## config.mk

```make
export PLATFORM = sky130hd
export DESIGN_NAME = tdm_tx_serializer
export DESIGN_NICKNAME = d
export VERILOG_FILES = /design/src/rtl/tdm_tx_pkg.sv /design/src/rtl/tdm_tx_ctrl.sv /design/src/rtl/tdm_tx_bank.sv /design/src/rtl/tdm_tx_bitsel.sv /design/src/rtl/tdm_tx_fsync.sv /design/src/rtl/tdm_tx_serializer.sv
export SDC_FILE = /design/constraint.sdc
export NUM_CORES = 1
export LEC_CHECK = 0
export ABC_CLOCK_PERIOD_IN_PS = 17400
export BUFFER_PORTS_ARGS = -buffer_cell sky130_fd_sc_hd__buf_2
export CORE_MARGIN = 2
export CORE_UTILIZATION = 50
export CTS_CLUSTER_DIAMETER = 200
export DETAILED_ROUTE_END_ITERATION = 6
export GPL_ROUTABILITY_DRIVEN = 0
export PLACE_DENSITY_LB_ADDON = 0.15
export SLEW_MARGIN = 20
export SYNTH_ARGS = -nofsm -noshare
export SYNTH_HDL_FRONTEND = slang
export SYNTH_SLANG_ARGS = --single-unit
export TNS_END_PERCENT = 30
```

## constraint.sdc

```tcl
create_clock -name clk -period 17.4 [get_ports clk]
set_clock_uncertainty 0.15 [all_clocks]
set_input_delay 3.48 -clock clk [delete_from_list [all_inputs] [get_ports clk]]
set_output_delay 3.48 -clock clk [all_outputs]
set_load 0.05 [all_outputs]
```

## src/rtl/tdm_tx_pkg.sv

```systemverilog
package tdm_tx_pkg;

    typedef enum logic [1:0] {
        FMT_I2S  = 2'd0,
        FMT_LJ   = 2'd1,
        FMT_RJ   = 2'd2,
        FMT_RSVD = 2'd3
    } fmt_e;

    typedef enum logic [1:0] {
        ST_IDLE     = 2'd0,
        ST_BIT_LOW  = 2'd1,
        ST_BIT_HIGH = 2'd2
    } st_e;

endpackage

```

## src/rtl/tdm_tx_ctrl.sv

```systemverilog
module tdm_tx_ctrl
    import tdm_tx_pkg::*;
#(
    parameter int SLOTS   = 8,
    parameter int LEN_W   = 6,
    parameter int SLOT_IW = 3
) (
    input  logic               clk,
    input  logic               rst_n,
    input  logic [1:0]         cfg_fmt,
    input  logic               cfg_half,
    input  logic               cfg_fs_inv,
    input  logic [LEN_W-1:0]   cfg_samp_len,
    input  logic [LEN_W-1:0]   cfg_slot_len,
    output logic               load,
    output logic               active,
    output logic               bclk,
    output logic               last_bit,
    output logic [SLOT_IW-1:0] slot_idx,
    output logic [LEN_W-1:0]   bit_idx,
    output fmt_e               fmt_q,
    output logic               half_q,
    output logic               inv_q,
    output logic [LEN_W-1:0]   samp_len_q,
    output logic [LEN_W-1:0]   slot_len_q,
    output logic               data_req
);

    st_e st_q;
    st_e st_d;
    logic last_slot;

    // Next-state logic
    always_comb begin
        st_d = st_q;
        unique case (st_q)
            ST_IDLE:     st_d = ST_BIT_LOW;   // LOAD_START
            ST_BIT_LOW:  st_d = ST_BIT_HIGH;  // RISE
            ST_BIT_HIGH: st_d = ST_BIT_LOW;   // FALL
            default:     st_d = ST_IDLE;
        endcase
    end

    // State register
    always_ff @(posedge clk) begin
        if (!rst_n) st_q <= ST_IDLE;
        else        st_q <= st_d;
    end

    assign last_bit  = (bit_idx == slot_len_q - LEN_W'(1));
    assign last_slot = (slot_idx == SLOT_IW'(SLOTS - 1));
    assign load      = (st_q == ST_IDLE) || ((st_q == ST_BIT_HIGH) && last_bit && last_slot);

    // Position counters and frame-boundary configuration capture
    always_ff @(posedge clk) begin
        if (!rst_n) begin
            slot_idx   <= '0;
            bit_idx    <= '0;
            fmt_q      <= FMT_I2S;
            half_q     <= 1'b0;
            inv_q      <= 1'b0;
            samp_len_q <= LEN_W'(1);
            slot_len_q <= LEN_W'(1);
            data_req   <= 1'b0;
        end else begin
            data_req <= load;
            if (load) begin
                slot_idx   <= '0;
                bit_idx    <= '0;
                fmt_q      <= fmt_e'(cfg_fmt);
                half_q     <= cfg_half;
                inv_q      <= cfg_fs_inv;
                samp_len_q <= cfg_samp_len;
                slot_len_q <= cfg_slot_len;
            end else if (st_q == ST_BIT_HIGH) begin
                if (last_bit) begin
                    bit_idx  <= '0;
                    slot_idx <= last_slot ? '0 : slot_idx + SLOT_IW'(1);
                end else begin
                    bit_idx <= bit_idx + LEN_W'(1);
                end
            end
        end
    end

    // Outputs decoded from state
    always_comb begin
        bclk   = (st_q == ST_BIT_HIGH);
        active = (st_q != ST_IDLE);
    end

endmodule

```

## src/rtl/tdm_tx_bank.sv

```systemverilog
module tdm_tx_bank #(
    parameter int MAX_W   = 32,
    parameter int PAIRS   = 4,
    parameter int SLOT_IW = 3
) (
    input  logic                       clk,
    input  logic                       rst_n,
    input  logic                       load,
    input  logic                       half_q,
    input  logic [SLOT_IW-1:0]         slot_idx,
    input  logic [2*PAIRS*MAX_W-1:0]   tx_data,
    output logic [MAX_W-1:0]           word
);

    localparam int SLOTS = 2 * PAIRS;

    logic [MAX_W-1:0]   words [SLOTS];
    logic [SLOT_IW-1:0] widx;

    for (genvar g = 0; g < SLOTS; g++) begin : g_word
        always_ff @(posedge clk) begin
            if (!rst_n)    words[g] <= '0;
            else if (load) words[g] <= tx_data[g*MAX_W +: MAX_W];
        end
    end

    // Slot to word mapping: pair-interleaved or side-grouped
    always_comb begin
        if (half_q)
            widx = SLOT_IW'((int'(slot_idx) % PAIRS) * 2 + int'(slot_idx) / PAIRS);
        else
            widx = slot_idx;
    end

    assign word = words[widx];

endmodule

```

## src/rtl/tdm_tx_bitsel.sv

```systemverilog
module tdm_tx_bitsel
    import tdm_tx_pkg::*;
#(
    parameter int MAX_W = 32,
    parameter int LEN_W = 6
) (
    input  logic [MAX_W-1:0] word,
    input  logic [LEN_W-1:0] bit_idx,
    input  logic [LEN_W-1:0] samp_len_q,
    input  logic [LEN_W-1:0] slot_len_q,
    input  fmt_e             fmt_q,
    output logic             bit_out
);

    localparam int IDX_W = (MAX_W > 1) ? $clog2(MAX_W) : 1;

    logic [LEN_W-1:0] lead;
    logic [LEN_W-1:0] pick;
    logic             in_sample;

    always_comb begin
        lead = slot_len_q - samp_len_q;
        if (fmt_q == FMT_RJ) begin
            in_sample = (bit_idx >= lead);
            pick      = slot_len_q - LEN_W'(1) - bit_idx;
        end else begin
            in_sample = (bit_idx < samp_len_q);
            pick      = samp_len_q - LEN_W'(1) - bit_idx;
        end
        bit_out = in_sample ? word[pick[IDX_W-1:0]] : 1'b0;
    end

endmodule

```

## src/rtl/tdm_tx_fsync.sv

```systemverilog
module tdm_tx_fsync
    import tdm_tx_pkg::*;
#(
    parameter int PAIRS   = 4,
    parameter int SLOT_IW = 3
) (
    input  logic               active,
    input  logic               last_bit,
    input  logic [SLOT_IW-1:0] slot_idx,
    input  fmt_e               fmt_q,
    input  logic               half_q,
    input  logic               inv_q,
    output logic               fsync
);

    localparam int SLOTS = 2 * PAIRS;

    logic               i2s;
    logic [SLOT_IW-1:0] pslot;
    logic               left_side;
    logic               left_lvl;

    always_comb begin
        i2s = (fmt_q == FMT_I2S);
        // I2S-style framing leads the slot boundary by one bit
        if (i2s && last_bit)
            pslot = (slot_idx == SLOT_IW'(SLOTS - 1)) ? '0 : slot_idx + SLOT_IW'(1);
        else
            pslot = slot_idx;
        left_side = half_q ? (pslot < SLOT_IW'(PAIRS)) : (pslot == '0);
        left_lvl  = ~i2s;
        fsync     = active & ((left_side ? left_lvl : ~left_lvl) ^ inv_q);
    end

endmodule

```

## src/rtl/tdm_tx_serializer.sv

```systemverilog
module tdm_tx_serializer
    import tdm_tx_pkg::*;
#(
    parameter int MAX_W = 32,
    parameter int PAIRS = 4,
    parameter int LEN_W = $clog2(MAX_W + 1)
) (
    input  logic                     clk,
    input  logic                     rst_n,
    input  logic [1:0]               cfg_fmt,
    input  logic                     cfg_half,
    input  logic                     cfg_fs_inv,
    input  logic [LEN_W-1:0]         cfg_samp_len,
    input  logic [LEN_W-1:0]         cfg_slot_len,
    input  logic [2*PAIRS*MAX_W-1:0] tx_data,
    output logic                     data_req,
    output logic                     bclk,
    output logic                     fsync,
    output logic                     sdata
);

    localparam int SLOTS   = 2 * PAIRS;
    localparam int SLOT_IW = (SLOTS > 1) ? $clog2(SLOTS) : 1;

    logic               load;
    logic               active;
    logic               last_bit;
    logic [SLOT_IW-1:0] slot_idx;
    logic [LEN_W-1:0]   bit_idx;
    fmt_e               fmt_q;
    logic               half_q;
    logic               inv_q;
    logic [LEN_W-1:0]   samp_len_q;
    logic [LEN_W-1:0]   slot_len_q;
    logic [MAX_W-1:0]   word;
    logic               bit_out;

    tdm_tx_ctrl #(.SLOTS(SLOTS), .LEN_W(LEN_W), .SLOT_IW(SLOT_IW)) u_ctrl (
        .clk(clk), .rst_n(rst_n),
        .cfg_fmt(cfg_fmt), .cfg_half(cfg_half), .cfg_fs_inv(cfg_fs_inv),
        .cfg_samp_len(cfg_samp_len), .cfg_slot_len(cfg_slot_len),
        .load(load), .active(active), .bclk(bclk), .last_bit(last_bit),
        .slot_idx(slot_idx), .bit_idx(bit_idx),
        .fmt_q(fmt_q), .half_q(half_q), .inv_q(inv_q),
        .samp_len_q(samp_len_q), .slot_len_q(slot_len_q),
        .data_req(data_req)
    );

    tdm_tx_bank #(.MAX_W(MAX_W), .PAIRS(PAIRS), .SLOT_IW(SLOT_IW)) u_bank (
        .clk(clk), .rst_n(rst_n), .load(load), .half_q(half_q),
        .slot_idx(slot_idx), .tx_data(tx_data), .word(word)
    );

    tdm_tx_bitsel #(.MAX_W(MAX_W), .LEN_W(LEN_W)) u_bitsel (
        .word(word), .bit_idx(bit_idx), .samp_len_q(samp_len_q),
        .slot_len_q(slot_len_q), .fmt_q(fmt_q), .bit_out(bit_out)
    );

    tdm_tx_fsync #(.PAIRS(PAIRS), .SLOT_IW(SLOT_IW)) u_fsync (
        .active(active), .last_bit(last_bit), .slot_idx(slot_idx),
        .fmt_q(fmt_q), .half_q(half_q), .inv_q(inv_q), .fsync(fsync)
    );

    assign sdata = active & bit_out;

endmodule

```

Word level (Yosys, flattened, before mapping)
Memory sizes are Yosys's and may differ from the RTL's.
Cells that the tools add are included.
{ "totals": {"ramBits": 256, "ff_bits": 28, "inputBits": 274, "n_memories": 1} }
{ "classes": {"add_sub_neg": 8, "muxes": 24, "n_lt_le_gt_ge": 4, "bitwise_logic": 13, "eq_ne": 5, "n_reduce_logical": 11} }
{ "mem_list": {"columns": ["name", "depth", "word_bits", "rd", "rd_clocked_by_memory_dff", "wr", "line", "text"], "rows": [
  ["u_bank.words", 8, 32, 1, 0, 8, "tdm_tx_bank.sv:17", "logic [MAX_W-1:0] words [SLOTS];"]
]} }
{ "ops": {"columns": ["op", "count"], "rows": [
  ["$mux 32", 8],
  ["$sub 5x5->5", 2],
  ["$mux 1", 9],
  ["$mux 3", 3],
  ["$or 1x1->1", 8],
  ["$add 6x1->6 const B", 1],
  ["$eq 6x6->1", 1],
  ["$ge 6x6->1", 1],
  ["$lt 5x6->1 const B", 1],
  ["$lt 6x6->1", 1],
  ["$mux 6", 1],
  ["$sub 6x1->6 const B", 1],
  ["$sub 6x6->6", 1],
  ["$bmux 1 s5", 1],
  ["$mux 5", 1],
  ["$sub 5x1->5 const B", 1],
  ["$eq 2x2->1 const B", 2],
  ["$logic_not 2->1", 2],
  ["$pmux 2 s2", 1],
  ["$reduce_or 2->1", 2],
  ["$add 3x1->3", 1],
  ["$add 3x1->3 const B", 1],
  ["$eq 3x3->1 const B", 1],
  ["$logic_and 1x1->1", 3],
  ["other kinds (9)", 11]
]} }

Logic depth before layout (Yosys ltp)
Gate-level depths: netlist of the first run.
{ "logic_depth": {"word_depth": 9, "ltp_mapped": 13} }

Hierarchy
A second synthesis of the first run with hierarchy kept.
{ "hier_totals": {"cells_unflattened": 1500, "hier_area_um2": 16129.2} }
{ "by_module_without_submodules": {"columns": ["mod", "area_each_um2", "cells_per_inst", "instances", "seq_area_each_um2"], "rows": [
  ["tdm_tx_bank", 13140.1, 1147, 1, 7687.4],
  ["tdm_tx_ctrl", 1705.4, 190, 1, 560.5],
  ["tdm_tx_bitsel", 1169.9, 148, 1, 0.0],
  ["tdm_tx_fsync", 107.6, 14, 1, 0.0],
  ["tdm_tx_serializer", 6.3, 1, 1, 0.0]
]} }

Least setup slack after synthesis of the first run
Ideal clock, no wire load.
{ "synth_path": {"kind": "input port to flip-flop", "startpoint": "input port rst_n", "endpoint": "memory u_bank.words[0][0], enable pin", "setup_ns": 0.507, "setup_slack_ns": 9.825, "t_arrival_ns": 6.919, "cell_stages": 4, "n_path_buf": 2, "path_cell_list": "o21a_1 > clkbuf_1 > inv_1 > buf_2"} }
{ "synth_lines": {"columns": ["element", "line", "text"], "rows": [
  ["start: declaration", "tdm_tx_serializer.sv:9", "input logic rst_n,"],
  ["end: declaration", "tdm_tx_bank.sv:17", null]
]} }

Worst setup path after layout of the first run
{ "layout_path": {"startpoint": "register u_ctrl.slot_idx[0]", "endpoint": "output port sdata"} }
{ "layout_between": {"elab_chain_cells": 7} }
{ "layout_lines": {"columns": ["element", "line", "text"], "rows": [
  ["start: declaration", "tdm_tx_ctrl.sv:19", "output logic [SLOT_IW-1:0] slot_idx,"],
  ["start signal: assignment", "tdm_tx_ctrl.sv:78", "slot_idx <= last_slot ? '0 : slot_idx + SLOT_IW'(1);"],
  ["$add 3x1->3", "tdm_tx_bank.sv:30", "widx = SLOT_IW'((int'(slot_idx) % PAIRS) * 2 + int'(slot_idx) / PAIRS);"],
  ["$mux 3 *", "tdm_tx_bank.sv:29", "if (half_q)"],
  ["$mem_v2 8x32 *", null, null],
  ["$bmux 1 s5 *", "tdm_tx_bitsel.sv:30", "bit_out = in_sample ? word[pick[IDX_W-1:0]] : 1'b0;"],
  ["$mux 1 (implied by the code) *", "tdm_tx_bitsel.sv:30", null],
  ["$mux 1 *", "tdm_tx_bitsel.sv:30", null],
  ["$and 1x1->1 *", "tdm_tx_serializer.sv:64", "assign sdata = active & bit_out;"],
  ["end: declaration", "tdm_tx_serializer.sv:19", "output logic sdata"]
]} }
Every way passes the cells marked *; elsewhere a longest branch is shown, timed or not. The select of a mux whose other input is x is not followed.

==> results of run 1 <==
layer usage:
metal	track usage	routed length, um	vias up
met5	0	0	-
met4	0.118	1920	0
met3	0.0388	2680	108
met2	0.416	18500	499
met1	0.329	16200	5061
li1	-	-	5041
state kept, by name, indices dropped and copies added (netlist names):
signal / count
u_ctrl.slot_len_q: 6
u_ctrl.inv_q: 1
u_bank.words: 256
u_ctrl.data_req: 1
u_ctrl.slot_idx: 3
u_ctrl.st_q: 2
u_ctrl.fmt_q: 2
u_ctrl.half_q: 1
u_ctrl.samp_len_q: 6
u_ctrl.bit_idx: 6
cells in the final DEF, fill, tap and decap left out, types with 4 or more instances in the layout:
master     instances
a21o_1            11
o211ai_1           7
nand2b_1           8
o21a_1             6
xnor2_1           12
nor2b_1            4
ha_1              29
nand4_1            6
nand2_1          126
a31oi_1           21
a22o_1            23
and2_1           257
a22oi_1           21
o21ai_0           19
a21oi_1           75
o221ai_1          38
a211oi_1           6
nor2_1            20
o22a_1            39
inv_1             23
mux2i_1            8
clkbuf_1          11
clkinv_2           4
a2111oi_0         12
clkinv_1           4
buf_2            277
mux2_2             8
o22ai_1           12
buf_4              8
dfxtp_1           26
clkbuf_16         30
xor2_1             7
edfxtp_1         256
nor3_1             6
bufinv_16          5
worst max path at each step:
stage / cells past startpoint / slack [ns] / endpoint / from
floorplan: 4 / 9.82 / u_bank.words[0][0] / rst_n
global placement: 10 / 9.62 / sdata / u_ctrl.slot_idx[0]
detailed placement: 10 / 9.59 / sdata / u_ctrl.slot_idx[0]
CTS: 10 / 8.98 / sdata / u_ctrl.slot_idx[0]
global route: 10 / 8.90 / sdata / u_ctrl.slot_idx[2]
finish: 10 / 9.06 / sdata / u_ctrl.slot_idx[0]
cell families (layout without fill, tap and decap cells):
| kind of cell | count (synthesis) | in the layout | synth area share |
|---|---|---|---|
| AOI/OAI and AO/OA | 320 | 320 | 0.161 |
| DFF | 284 | 284 | 0.574 |
| and+or+nand+nor | 449 | 449 | 0.172 |
| buffers and inverters | 120 | 368 | 0.0386 |
| muxes | 19 | 19 | 0.0142 |
| xor gates and xnor gates | 19 | 19 | 0.0116 |
| adders and majority gates | 32 | 32 | 0.0294 |
worst reg2reg max path: stages (launching register included):
cell	delay (ns)
dfxtp_1	0.36
or3_1	0.42
xnor2_1	0.16
ha_1	0.35
nand4_1	0.13
nor3_2	0.35
a21boi_1	0.15
o21a_1	0.40
inv_8	0.60
buf_4	1.08
power by group:
group | internal (uW) | leakage, uW | switching (uW)
clock network | 398 | 0.000496 | 265
registers | 815 | 0.00307 | 32.0
logic | 96.4 | 0.00324 | 126
cell type report:
| class | instances | share of cell area |
|---|---|---|
| clock inverters | 14 | 0.0130 |
| multi-input cells | 839 | 0.331 |
| inverters | 26 | 0.00651 |
| repair buffers | 286 | 0.0864 |
| well taps | 384 | 0.0284 |
| flip-flops and latches | 284 | 0.488 |
| clock buffers | 42 | 0.0476 |
per-stage QoR:
step                      hold WS (ns)  area [sq um]  utilization
after global routing             0.385         16900        0.593
after floorplan                  0.307         14400            -
after CTS                        0.346         16900        0.593
after global placement           0.329         15900        0.556
final                            0.348         16900        0.593
after detailed placement         0.342         15900        0.557
==> metrics.yaml, run 1 <==
run_status:
  status: "finished, final reports clean"
cells_and_area:
  area_delta_synth_final_pct: 17.7
  n_fill_cell: 2424
  antenna_cells: 0
  layout.area.seq_sq_um: 8250
  drive_above_1_share: 0.238
  final_nets: 1773
  multi_input_area_sq_um: 5600
  final_cells: 1875
floorplan:
  core_area_sq_um: 28500
  dieHeight_um: 174
  rows: 62
  die_x_um: 174
  die_area_sq_um: 30100
  start_util: 0.504
  ioPinCount: 278
timing:
  hold_viol_final: 0
  finalCritPeriodShare: 0.480
  fin_crit_ns: 8.34
  slew_viol_final: 0
  slew_headroom: 0.203
  fmax_mhz: 120
  worst_slack_ns: 9.06
  grt_setup_unrepaired: "false"
  setup_viol: 0
  worst_pin_slew_ns: 1.17
  finalSetupTns_ns: 0
power_and_ir_drop:
  ir_drop_v: 0.0000837
  p_leak_uw: 0.00681
  pwr_density_cell_nw_per_um2: 102
  total_power_uw: 1730
global_route:
  grt_max_degree: 165
  grt_pass1_wl_um: 57800
  overflow: 0
  grt_util_all_layers: 0.252
  grt_pass1_vias: 10400
  antenna_found_initial: 1
clocking:
  postCtsHoldBufs: 0
  clk_latency_ns: 0.56
  numCtsBuffers: 30
  htreeDepth: 1
  root_buffer: "clkbuf_16"
  ctsLongestPathBuffers: 3
  path_clk_slew_ns: 0.05
  cts_tree: "built"
  cts_resized: 0
  post_cts_buffers: 0
  clock_sinks: 284
routing:
  drc_errors: 0
  viasPerCell: 5.71
  firstDrtPassIters: 6
  drt_iter0_drc: 1066
  wl_per_cell_um: 21.0
  ant_nets: 0
  num_vias: 10700
  wl_um: 39300
hold_path:
  min_from: "u_ctrl.st_q[0]"
  min_path_type: "reg -> reg"
  holdPathEnd: "u_ctrl.st_q[0]"
  holdPathStages: 1
synth:
  synth_top_area_share: 0.535
  syn_nets: 1549
  ys.warnings.count: 0
  synth_flop_cell: "edfxtp_1"
  syn-instance-count: 1243
  synth_cell_types: 72
  synthesis.area_sq_um: 14400
  ys_async_sr_fraction: 0
  seq_area_frac_synth: 0.574
  syn_area_per_cell_sq_um: 11.6
  synth-seq-cells: 284
  yosys-top-cells-count: "and2_1, edfxtp_1, nand2_1"
  synth_most_common_cell: "and2_1"
  synth_top_area_cell: "edfxtp_1"
  synth_area_leaders: "edfxtp_1, and2_1, dfxtp_1, nand2_1, a21oi_1"
  synth_edf_count: 256
setup_path:
  reg2reg_depth: 9
  cp_num_buf_inv: 2
  crit_path_start_kind: "register"
  cp_max_fo: 74
  slowest_stage: "nand2b_1"
  worstPathCellList: "buf_4 > nand2b_1 > and2_1 > a31oi_1 > o221ai_1 > o211ai_1 > a2111oi_0 > or4_4 > nor4b_2 > buf_2"
  worstPathRequired_ns: 13.77
  reg2reg_to: "u_bank.words[1][19]"
  crit_arrival_ns: 4.71
  reg2reg_from: "u_ctrl.slot_len_q[1]"
  crit_type: "reg -> out"
  crit_path_max_incr_delay_ns: 0.66
  cp_top_family: "simple AND/OR/NAND/NOR gates"
  rrSetupSlack_ns: 12.84
  endpoint_kind: "primary output"
place:
  pre_cts_slack_ns: 9.59
  io_buffer_count: 277
  dpl.hpwl_um: 27600
  placed_cells: 1819
job:
  max-cap-violations: 0
(Power assumes the default switching activity.)
==> run 2: changes to the inputs <==
--- a/config.mk
+++ b/config.mk
@@ -5,7 +5,8 @@
 export SDC_FILE = /design/constraint.sdc
 export NUM_CORES = 1
 export LEC_CHECK = 0
-export ABC_CLOCK_PERIOD_IN_PS = 17400
+export ABC_AREA = 1
+export ABC_CLOCK_PERIOD_IN_PS = 6900
 export BUFFER_PORTS_ARGS = -buffer_cell sky130_fd_sc_hd__buf_2
 export CORE_MARGIN = 2
 export CORE_UTILIZATION = 50
==> constraint.sdc (replaced) <==
create_clock -name clk -period 6.9 [get_ports clk]
set_clock_uncertainty 0.15 [all_clocks]
set_input_delay 1.38 -clock clk [delete_from_list [all_inputs] [get_ports clk]]
set_output_delay 1.38 -clock clk [all_outputs]
set_load 0.05 [all_outputs]
==> run 2 against run 1 <==
Worst hold slack lost 0.061 ns; cell count up 22%; critical path type unchanged; highest routed layer unchanged; largest cell class unchanged; die area up 1.0%.
==> metrics.yaml, run 2 <==
global_route:
  grt_pass1_wl_um: 57400
  grt_pass1_vias: 11000
  antenna_found_initial: 0
  grt_max_degree: 159
  grt_util_all_layers: 0.239
  overflow: 0
setup_path:
  worstPathRequired_ns: 5.37
  slowest_stage: "nand2_4"
  crit_arrival_ns: 3.91
  crit_type: "reg -> out"
  critPathLaunch: "u_ctrl.half_q"
  rrSetupSlack_ns: 2.68
  reg2reg_from: "u_ctrl.slot_len_q[0]"
  crit_path_max_incr_delay_ns: 0.61
  endpoint_kind: "primary output"
  crit_path_start_kind: "register"
  cp_max_fo: 62
  worstPathCellList: "nand2_2 > nand2_4 > buf_4 > nand2_1 > nand3_1 > nand3_1 > nand3_1 > nand3_1 > nand3_1 > nand3_1 > nand3_1 > nand2_1 > nor2_1 > buf_2"
  critPathMostFrequentCell: "nand3_1"
synth:
  syn_area_per_cell_sq_um: 8.88
  yosys-top-cells-count: "inv_1, nand2_1, nand3_1, nor2_1, edfxtp_1"
  synthXorXnorAreaFrac: 0.0121
  synth_top_family_by_area: "simple AND/OR/NAND/NOR gates"
  ys.warnings.count: 0
  synth_most_common_cell: "inv_1"
  synth_edf_count: 256
  synth-seq-cells: 284
  synthSimpleGateAreaFrac: 0.252
  synth_top_area_share: 0.529
  synth_compound_area_frac: 0.0210
  muxShareOfSynthArea: 0
  synth_cell_types: 38
  synthAdderAreaFrac: 0.0291
  synth_flop_cell: "edfxtp_1"
  syn_nets: 1943
  synth_top_area_cell: "edfxtp_1"
  synthesis.area_sq_um: 14500
  seq_area_frac_synth: 0.568
  synth_area_leaders: "edfxtp_1, nand3_1, inv_1, nand2_1, nor2_1"
  ys_async_sr_fraction: 0
  syn-instance-count: 1637
cells_and_area:
  n_fill_cell: 2548
  final_nets: 2187
  regMostFlops: "u_bank.words"
  largest_register_ffs: 256
  fin_area_sq_um: 17000
  drive_above_1_share: 0.194
  layout_commonest_cell: "inv_1"
  fin_util: 0.593
  multi_input_area_sq_um: 4610
  area_delta_synth_final_pct: 16.9
  layout.area.seq_sq_um: 8250
  most-common-layout-cells: "inv_1, nand2_1, buf_2"
  antenna_cells: 0
place:
  dpl.hpwl_um: 24400
  io_buffer_count: 277
  place_area_sq_um: 16000
routing:
  wl_per_cell_um: 15.9
  drc_errors: 0
  drt_iter0_drc: 1012
  num_vias: 11400
  ant_nets: 0
  firstDrtPassIters: 5
  viasPerCell: 4.96
  wl_um: 36400
timing:
  hold_viol_final: 0
  grt_setup_unrepaired: "false"
  fmax_mhz: 184
  finalSetupTns_ns: 0
  worst_pin_slew_ns: 1.12
  finalCritPeriodShare: 0.788
  fin_crit_ns: 5.44
  slew_viol_final: 0
  setup_viol: 0
  slew_headroom: 0.252
clocking:
  post_cts_buffers: 0
  cts_tree: "built"
  clk_latency_ns: 0.58
  root_buffer: "clkbuf_16"
  postCtsHoldBufs: 0
  clock_sinks: 284
  numCtsBuffers: 30
  path_clk_slew_ns: 0.06
  ctsLongestPathBuffers: 3
  htreeDepth: 1
  cts_resized: 0
power_and_ir_drop:
  p_clk_frac: 0.374
  p_int_uw: 3170
  p_sw_frac: 0.258
  comb_power_share: 0.135
  total_power_uw: 4270
  p_leak_uw: 0.00820
  pwr_density_cell_nw_per_um2: 252
  p_switching_uw: 1100
  ir_drop_v: 0.000191
  pwr-share-seq: 0.491
floorplan:
  dieHeight_um: 174
  die_area_sq_um: 30400
  rows: 62
  start_util: 0.508
  core_area_sq_um: 28600
  ioPinCount: 278
  die_x_um: 174
run_status:
  status: "finished, final reports clean"
hold_path:
  min_from: "u_ctrl.st_q[1]"
  min_path_type: "reg -> reg"
job:
  max-cap-violations: 0
==> run 2: cell count changes in the layout (fill, tap and decap cells not counted), moves of 21 or more <==
cell | before | now
nor2_1 | 20 | 268
a22oi_1 | 21 | 0
o22a_1 | 39 | 1
inv_1 | 23 | 303
a31oi_1 | 21 | 0
o221ai_1 | 38 | 0
nand3_1 | 2 | 268
a21oi_1 | 75 | 18
and2_1 | 257 | 0
nand2_1 | 126 | 299
==> run 2: cell families (layout without fill, tap and decap cells) <==
group | count (synthesis) | in the layout
AO/OA/AOI/OAI | 51 | 51
adder cells (fa/ha/maj) | 32 | 32
flip-flops | 284 | 284
AND/OR/NAND/NOR | 862 | 862
buffers and inverters | 388 | 656
XOR/XNOR | 20 | 20
==> run 2: cell type report <==
type / instances / area share
inverters: 311 / 0.0693
repair buffers: 289 / 0.0877
clock inverters: 21 / 0.0123
clock buffers: 35 / 0.0453
well taps: 384 / 0.0283
multi-input cells: 965 / 0.272
flip-flops and latches: 284 / 0.486
==> run 2: per-stage QoR <==
stage | std cells | setup WS [ns] | hold WS (ns)
after detailed placement | 2233 | 2.03 | 0.281
final | 2289 | 1.46 | 0.287
after global placement | 2233 | 2.08 | 0.273
after CTS | 2289 | 1.41 | 0.290
after global routing | 2289 | 1.17 | 0.313
after floorplan | 1637 | 1.26 | 0.261
==> run 2: critical path, delay by kind of cell (launching register included) <==
family	cells	cell delay [ns]
DFF	1	0.60
buffers and inverters	2	0.81
and+or+nand+nor	12	1.89
==> run 2: power by group through the flow <==
stage,sequential (uW),clock (uW),combinational (uW)
4_1_cts,2100,1610,583
5_1_grt,2110,1680,652
3_5_place_dp,2130,0,579
3_3_place_gp,2130,0,574
2_1_floorplan,2130,0,388
6_report,2100,1600,579
==> run 2: final timing paths <==
check | to | cells after the start
worst min-delay path | u_ctrl.st_q[1] | 1
worst max-delay path | sdata | 14
worst min register to register | u_ctrl.st_q[1] | 1
worst max register to register | u_bank.words[4][5] | 13
==> run 2: routing by layer <==
layer,global-route usage,share of wire,up-vias
met4,0.0609,0.025,0
li1,-,-,5681
met5,0,0,-
met1,0.337,0.44,5218
met2,0.394,0.47,404
met3,0.0306,0.062,56
==> run 3: changes to the inputs <==
--- a/config.mk
+++ b/config.mk
@@ -5,8 +5,8 @@
 export SDC_FILE = /design/constraint.sdc
 export NUM_CORES = 1
 export LEC_CHECK = 0
-export ABC_AREA = 1
-export ABC_CLOCK_PERIOD_IN_PS = 6900
+export ABC_AREA = 0
+export ABC_CLOCK_PERIOD_IN_PS = 5060
 export BUFFER_PORTS_ARGS = -buffer_cell sky130_fd_sc_hd__buf_2
 export CORE_MARGIN = 2
 export CORE_UTILIZATION = 50
==> constraint.sdc (replaced) <==
create_clock -name clk -period 5.06 [get_ports clk]
set_clock_uncertainty 0.15 [all_clocks]
set_input_delay 1.012 -clock clk [delete_from_list [all_inputs] [get_ports clk]]
set_output_delay 1.012 -clock clk [all_outputs]
set_load 0.05 [all_outputs]
==> run 3 against run 2 <==
Utilization grew 1.8 points; routed wire length grew 8.5%; sequential share of layout area shrank 1.2 points; design area grew 2.7%; critical path type unchanged; critical endpoint unchanged.
==> metrics.yaml, run 3 (synthesized netlist as in run 1, its figures left out) <==
clocking:
  numCtsBuffers: 31
  root_buffer: "clkbuf_16"
  htreeDepth: 1
  clock_sinks: 284
  postCtsHoldBufs: 0
  cts_tree: "built"
  path_clk_slew_ns: 0.06
  ctsLongestPathBuffers: 3
  clk_latency_ns: 0.57
place:
  placed_cells: 1853
  io_buffer_count: 277
  dpl.hpwl_um: 28300
timing:
  finalSetupTns_ns: 0
  finalCritPeriodShare: 0.992
  hold_slack_ns: 0.361
  hold_viol_final: 0
  slew_viol_final: 0
  setup_viol: 0
  worst_pin_slew_ns: 0.961
  grt_setup_unrepaired: "true"
  slew_headroom: 0.353
  fmax_mhz: 199
  fin_crit_ns: 5.02
setup_path:
  crit_path_start_kind: "register"
  cp_max_fo: 4
  crit_path_max_incr_delay_ns: 0.57
  slowest_stage: "or4_4"
  worstPathCellList: "inv_4 > ha_4 > inv_4 > ha_4 > nor2b_1 > o21a_1 > o211a_1 > or3_4 > o311ai_4 > a2111oi_2 > or4_4 > nor4b_4 > buf_12"
  crit_type: "reg -> out"
  endpoint_kind: "primary output"
  worstPathRequired_ns: 3.90
  crit_arrival_ns: 3.86
cells_and_area:
  area_delta_synth_final_pct: 21.4
  fin_util: 0.611
  largest_register_ffs: 256
  drive_above_1_share: 0.277
  n_fill_cell: 2363
  final_nets: 1817
  multi_input_area_sq_um: 5710
  layout.area.seq_sq_um: 8260
  most-common-layout-cells: "buf_2, and2_1, edfxtp_1"
  regMostFlops: "u_bank.words"
  layout_commonest_cell: "buf_2"
  final_cells: 1921
global_route:
  grt_pass1_vias: 10600
  use_met2: 0.445
  grt_util_met3: 0.0342
  met1_usage: 0.346
  busiest_layer: "met2"
  antenna_found_initial: 1
  grt_pass1_wl_um: 59800
  grt_max_degree: 126
  overflow: 0
  grt_util_all_layers: 0.258
routing:
  wl_per_cell_um: 20.5
  wl_um: 39500
  drt_iter0_drc: 792
  num_vias: 10800
  ant_nets: 0
  firstDrtPassIters: 4
  viasPerCell: 5.60
  drc_errors: 0
power_and_ir_drop:
  comb_power_share: 0.139
  p_int_uw: 4530
  ir_drop_v: 0.000259
  p_leak_uw: 0.00708
  p_clk_frac: 0.381
  pwr_density_cell_nw_per_um2: 346
  pwr-share-seq: 0.479
  p_switching_uw: 1510
  p_sw_frac: 0.250
hold_path:
  min_path_type: "reg -> reg"
floorplan:
  start_util: 0.504
  rows: 62
  dieHeight_um: 174
  core_area_sq_um: 28500
  ioPinCount: 278
  die_area_sq_um: 30100
  die_x_um: 174
job:
  max-cap-violations: 0
run_status:
  status: "finished, final reports clean"
-- run 3: cell count changes in the layout (fill, tap and decap cells not counted), moves of 12 or more --
cell and delta:
inv_1 -285, nand3_1 -266, and2_1 +257, nor2_1 -248
nand2_1 -173, a21oi_1 +55, o221ai_1 +38, o22a_1 +38
buf_4 +34, a22oi_1 +21, a31oi_1 +21, a22o_1 +19
o22ai_1 +12
-- run 3: final cells by class --
class | count | area share
well taps | 384 | 0.0275
repair buffers | 329 | 0.106
multi-input cells | 839 | 0.327
clock inverters | 22 | 0.0136
clock buffers | 36 | 0.0461
inverters | 26 | 0.00660
flip-flops and latches | 284 | 0.473
diodes | 1 | 0.000143
-- run 3: power groups by stage --
| stage | registers, uW | logic [uW] | clock network (uW) |
|---|---|---|---|
| after global placement | 2940 | 780 | 0 |
| after global routing | 2910 | 919 | 2430 |
| final | 2890 | 843 | 2300 |
| after detailed placement | 2940 | 791 | 0 |
| after CTS | 2890 | 807 | 2330 |
| after floorplan | 2910 | 502 | 0 |
-- run 3: what timing repair did --
item	CTS	global route
setup endpoints to repair	1	1
setup buffers	1	8
resized for setup	8	29
pin swaps	3	11
-- run 3: worst max-delay path: cells and delay by family, from the launching register on --
kind            cells  cell delay [ns]
fa+ha+maj           2             0.46
buf+inv             3             0.27
flops               1             0.38
compound gates      4             0.65
simple gates        4             1.51
-- run 3: stage by stage --
step | setup slack, ns | area, sq um | total power [uW]
after floorplan | 0.237 | 14400 | 3410
after global placement | 0.292 | 16200 | 3720
after detailed placement | 0.265 | 16200 | 3730
after CTS | 0.0182 | 17300 | 6030
after global routing | -0.0661 | 17500 | 6260
final | 0.0417 | 17500 | 6040
-- run 3: final timing paths --
| check | start | end | slack [ns] | cells past startpoint |
|---|---|---|---|---|
| worst max-delay path | u_ctrl.slot_len_q[1] | sdata | 0.04 | 13 |
| worst min-delay path | u_ctrl.inv_q | u_ctrl.inv_q | 0.36 | 1 |
| worst max register to register | u_ctrl.slot_len_q[1] | u_bank.words[2][4] | 1.11 | 11 |
| worst min register to register | u_ctrl.inv_q | u_ctrl.inv_q | 0.36 | 1 |
-- run 3: layer usage --
layer,share of wire,up-vias
met4,0.028,0
met1,0.42,5181
li1,-,5128
met5,0,-
met2,0.50,381
met3,0.057,64
